[config.mk]
export PLATFORM = sky130hd
export DESIGN_NAME = prio_mask_gate
export DESIGN_NICKNAME = d
export VERILOG_FILES = /design/src/rtl/pmg_pkg.sv /design/src/rtl/pmg_class_decode.sv /design/src/rtl/pmg_mask_regs.sv /design/src/rtl/pmg_mask_decide.sv /design/src/rtl/prio_mask_gate.sv
export SDC_FILE = /design/constraint.sdc
export NUM_CORES = 1
export LEC_CHECK = 0
export ABC_AREA = 1
export BUFFER_PORTS_ARGS = -buffer_cell sky130_fd_sc_hd__buf_2
export CAP_MARGIN = 20
export CORE_MARGIN = 5
export CORE_UTILIZATION = 45
export DETAILED_ROUTE_END_ITERATION = 12
export PLACE_DENSITY = 0.82
export SKIP_CTS_REPAIR_TIMING = 1
export SYNTH_ARGS = -nofsm -noshare
export SYNTH_HDL_FRONTEND = slang
export SYNTH_HIERARCHICAL = 1
export SYNTH_SLANG_ARGS = --single-unit
[constraint.sdc]
create_clock -name clk -period 2 [get_ports clk]
set_input_delay 0.2 -clock clk [delete_from_list [all_inputs] [get_ports clk]]
set_output_delay 0.2 -clock clk [all_outputs]
set_load 0.005 [all_outputs]
[src/rtl/pmg_pkg.sv]
package pmg_pkg;
  typedef enum logic [1:0] {
    CLS_CFG  = 2'b00,
    CLS_FLT  = 2'b01,
    CLS_NMI  = 2'b10,
    CLS_CFG2 = 2'b11
  } cand_class_e;

  typedef enum logic [1:0] {
    ADDR_GMASK = 2'd0,
    ADDR_FMASK = 2'd1,
    ADDR_THR   = 2'd2,
    ADDR_NONE  = 2'd3
  } reg_addr_e;

  typedef struct packed {
    logic is_nmi;
    logic is_flt;
    logic is_cfg;
  } class_dec_t;
endpackage

[src/rtl/pmg_class_decode.sv]
module pmg_class_decode
  import pmg_pkg::*;
#(
  parameter int CLS_W = 2
) (
  input  logic [CLS_W-1:0] cls,
  output class_dec_t       dec
);
  always_comb begin
    dec = '0;
    unique case (cls)
      CLS_NMI: dec.is_nmi = 1'b1;
      CLS_FLT: dec.is_flt = 1'b1;
      default: dec.is_cfg = 1'b1;
    endcase
  end
endmodule

[src/rtl/pmg_mask_regs.sv]
module pmg_mask_regs
  import pmg_pkg::*;
#(
  parameter int PRIO_W = 8,
  parameter int DATA_W = 32,
  parameter int ADDR_W = 2
) (
  input  logic              clk,
  input  logic              rst,
  input  logic              wr_en,
  input  logic [ADDR_W-1:0] wr_addr,
  input  logic [PRIO_W-1:0] wr_data,
  input  logic [ADDR_W-1:0] rd_addr,
  output logic [DATA_W-1:0] rd_data,
  output logic              gmask,
  output logic              fmask,
  output logic [PRIO_W-1:0] thr
);
  localparam int PAD_W = DATA_W - PRIO_W;

  logic [DATA_W-1:0] rd_mux;

  always_ff @(posedge clk) begin
    if (rst) begin
      gmask <= 1'b0;
      fmask <= 1'b0;
      thr   <= '0;
    end else if (wr_en) begin
      case (wr_addr)
        ADDR_W'(ADDR_GMASK): gmask <= wr_data[0];
        ADDR_W'(ADDR_FMASK): fmask <= wr_data[0];
        ADDR_W'(ADDR_THR):   thr   <= wr_data;
        default: ;
      endcase
    end
  end

  always_comb begin
    rd_mux = '0;
    case (rd_addr)
      ADDR_W'(ADDR_GMASK): rd_mux[0] = gmask;
      ADDR_W'(ADDR_FMASK): rd_mux[0] = fmask;
      ADDR_W'(ADDR_THR):   rd_mux    = {{PAD_W{1'b0}}, thr};
      default:             rd_mux    = '0;
    endcase
  end

  always_ff @(posedge clk) begin
    if (rst) rd_data <= '0;
    else     rd_data <= rd_mux;
  end
endmodule

[src/rtl/pmg_mask_decide.sv]
module pmg_mask_decide
  import pmg_pkg::*;
#(
  parameter int PRIO_W = 8
) (
  input  logic              cand_valid,
  input  class_dec_t        dec,
  input  logic [PRIO_W-1:0] cand_prio,
  input  logic              gmask,
  input  logic              fmask,
  input  logic [PRIO_W-1:0] thr,
  output logic              take
);
  logic thr_hit;
  logic blk_global;
  logic blk_fault;
  logic blk_thr;

  always_comb begin
    thr_hit    = (thr != '0) && (cand_prio >= thr);
    blk_global = gmask && dec.is_cfg;
    blk_fault  = fmask && !dec.is_nmi;
    blk_thr    = thr_hit && dec.is_cfg;
    take       = cand_valid && (dec.is_nmi || !(blk_global || blk_fault || blk_thr));
  end
endmodule

[src/rtl/prio_mask_gate.sv]
module prio_mask_gate
  import pmg_pkg::*;
#(
  parameter int PRIO_W = 8,
  parameter int DATA_W = 32,
  parameter int ADDR_W = 2,
  parameter int CLS_W  = 2
) (
  input  logic              clk,
  input  logic              rst,
  input  logic              wr_en,
  input  logic [ADDR_W-1:0] wr_addr,
  input  logic [PRIO_W-1:0] wr_data,
  input  logic [ADDR_W-1:0] rd_addr,
  output logic [DATA_W-1:0] rd_data,
  input  logic              cand_valid,
  input  logic [CLS_W-1:0]  cand_class,
  input  logic [PRIO_W-1:0] cand_prio,
  output logic              take_req
);
  logic              gmask_q;
  logic              fmask_q;
  logic [PRIO_W-1:0] thr_q;
  class_dec_t        cls_dec;

  pmg_mask_regs #(.PRIO_W(PRIO_W), .DATA_W(DATA_W), .ADDR_W(ADDR_W)) u_regs (
    .clk(clk), .rst(rst), .wr_en(wr_en), .wr_addr(wr_addr), .wr_data(wr_data),
    .rd_addr(rd_addr), .rd_data(rd_data),
    .gmask(gmask_q), .fmask(fmask_q), .thr(thr_q)
  );

  pmg_class_decode #(.CLS_W(CLS_W)) u_dec (
    .cls(cand_class), .dec(cls_dec)
  );

  pmg_mask_decide #(.PRIO_W(PRIO_W)) u_decide (
    .cand_valid(cand_valid), .dec(cls_dec), .cand_prio(cand_prio),
    .gmask(gmask_q), .fmask(fmask_q), .thr(thr_q), .take(take_req)
  );
endmodule

==> impl_metrics.ini <==
[critical_path]
crit_type = reg -> out
end_kind = output port
ff2ff_setup_slack_ns = 1.30
worstPathRequired_ns = 1.80
critPathMaxFanout = 2
start_kind = flop
crit_arrival_ns = 1.65

[grt]
grtUsageTotal_pct = 11.6
first_global_vias = 839
grt_pass1_wl_um = 3210
grt_start_max_net_pins = 17
grt_overflow = 0
antenna_found_initial = 0

[logic_synthesis]
ys_warn_count = 6
syn_area_um2 = 1130
avgSynthCellArea_um2 = 7.00
netlist_instances = 162

[floorplanning]
die_x_um = 60.2
io_pins = 59
dieArea_um2 = 3620
die_h_um = 60.2
core_area_um2 = 2430
initial_core_util_pct = 46.6
rows = 18

[detailed_routing]
drtIter0Drc = 29
via_count = 958
wl_per_cell_um = 9.37
postRouteAntennaNets = 0
wirelength_um = 2130
drt-vias-per-instance = 4.22
drc_errors = 0
first_pass_iters = 4

[cts]
cts_buffers = 3
worstSkewPairLatency_ns = 0.29
h-tree-depth = 1
tritoncts = done
clk_pin_slew_ns = 0.10
cts_buffer_depth = 2
cts_root_buffer = clkbuf_4
clock_sinks = 18

[power]
leakagePower_nw = 0.740
ir_worst_vdd_mv = 0.354
power.density_nw_per_um2 = 581

[hold_path]
hp-class = in -> reg

[layout]
nNetsFinal = 233
nFillCells = 246
area_growth_syn_to_layout_pct = 13.6
n_antenna_cell = 0
multi_input_area_um2 = 574
utilization_pct = 52.9
drive_gt1_share_pct = 24.4
stdcell_count = 227
seq_area_um2 = 364

[timing]
holdWs_ns = 0.137
min_period_over_period_pct = 92.6
setup_tns_ns = 0
slew_violations = 0
hold_viol_final = 0
setup_viol = 0
fin_ws_ns = 0.148
fin_crit_ns = 1.85
max_freq_mhz = 540
clock_skew_ns = 0.00291

[placement]
dp_hpwl_um = 1720
gp_congestion = 0.838
port_buffers = 34
place_ws_ns = 0.444
dp_cells = 223

[status]
status = complete, no violations

[job]
drv_cap = 0
-- metal layers --
layer | wire (µm) | global-route usage (%)
met1 | 875 | 14.0
met3 | 219 | 3.46
met4 | 0 | 4.75
met5 | 0 | 0
met2 | 1030 | 19.1
-- area by class of cell --
class	instances	area share [%]
multi-input cells	113	44.6
well taps	30	2.92
repair buffers	34	13.2
flip-flops and latches	18	28.3
inverters	28	8.16
clock buffers	4	2.82
-- cells in the final DEF (no fill, tap or decap), types with 2 or more instances in the layout --
| master | n |
|---|---|
| buf_2 | 34 |
| nor2_1 | 32 |
| inv_1 | 28 |
| nand2_1 | 27 |
| conb_1 | 24 |
| dfxtp_1 | 15 |
| ha_1 | 8 |
| nand3_1 | 5 |
| clkbuf_4 | 3 |
| a21oi_1 | 3 |
| nand4_1 | 3 |
| dfxtp_2 | 3 |
| a21oi_2 | 2 |
| nand2_2 | 2 |
| o21ai_0 | 2 |
-- power by group --
part	leakage (nW)	internal, W	switching [W]
sequential	0.148	0.000372	0.00000669
combinational	0.571	0.0000633	0.0000869
clock	0.0210	0.000111	0.000109
-- stage by stage --
| step | cell area, µm² | total power, W |
|---|---|---|
| floorplan | 1220 | 0.000515 |
| global placement | 1230 | 0.000525 |
| detailed placement | 1230 | 0.000529 |
| CTS | 1260 | 0.000747 |
| global route | 1290 | 0.000804 |
| finish | 1290 | 0.000748 |
-- flip-flops by register name, summed over array words and instances, names as in the netlist --
signal	cells
u_regs/rd_data	8
u_regs/fmask	1
u_regs/gmask	1
u_regs/thr	8
-- critical path, stage by stage, from the launching register on --
cell	delay [ns]
dfxtp_1	0.34
inv_1	0.05
ha_1	0.28
a21oi_1	0.14
nor2_1	0.06
nor2_1	0.08
nand3_1	0.08
nand2_1	0.06
nand2_1	0.06
a21oi_2	0.10
buf_2	0.11
-- final timing paths --
check                      end           from  cells past startpoint
min              u_regs/thr[6]     wr_data[6]                      3
min reg2reg  u_regs/rd_data[4]  u_regs/thr[4]                      2
max reg2reg  u_regs/rd_data[0]   u_regs/gmask                      2
max                   take_req  u_regs/thr[5]                     10
Note: power is estimated with default switching activity, not from simulation.
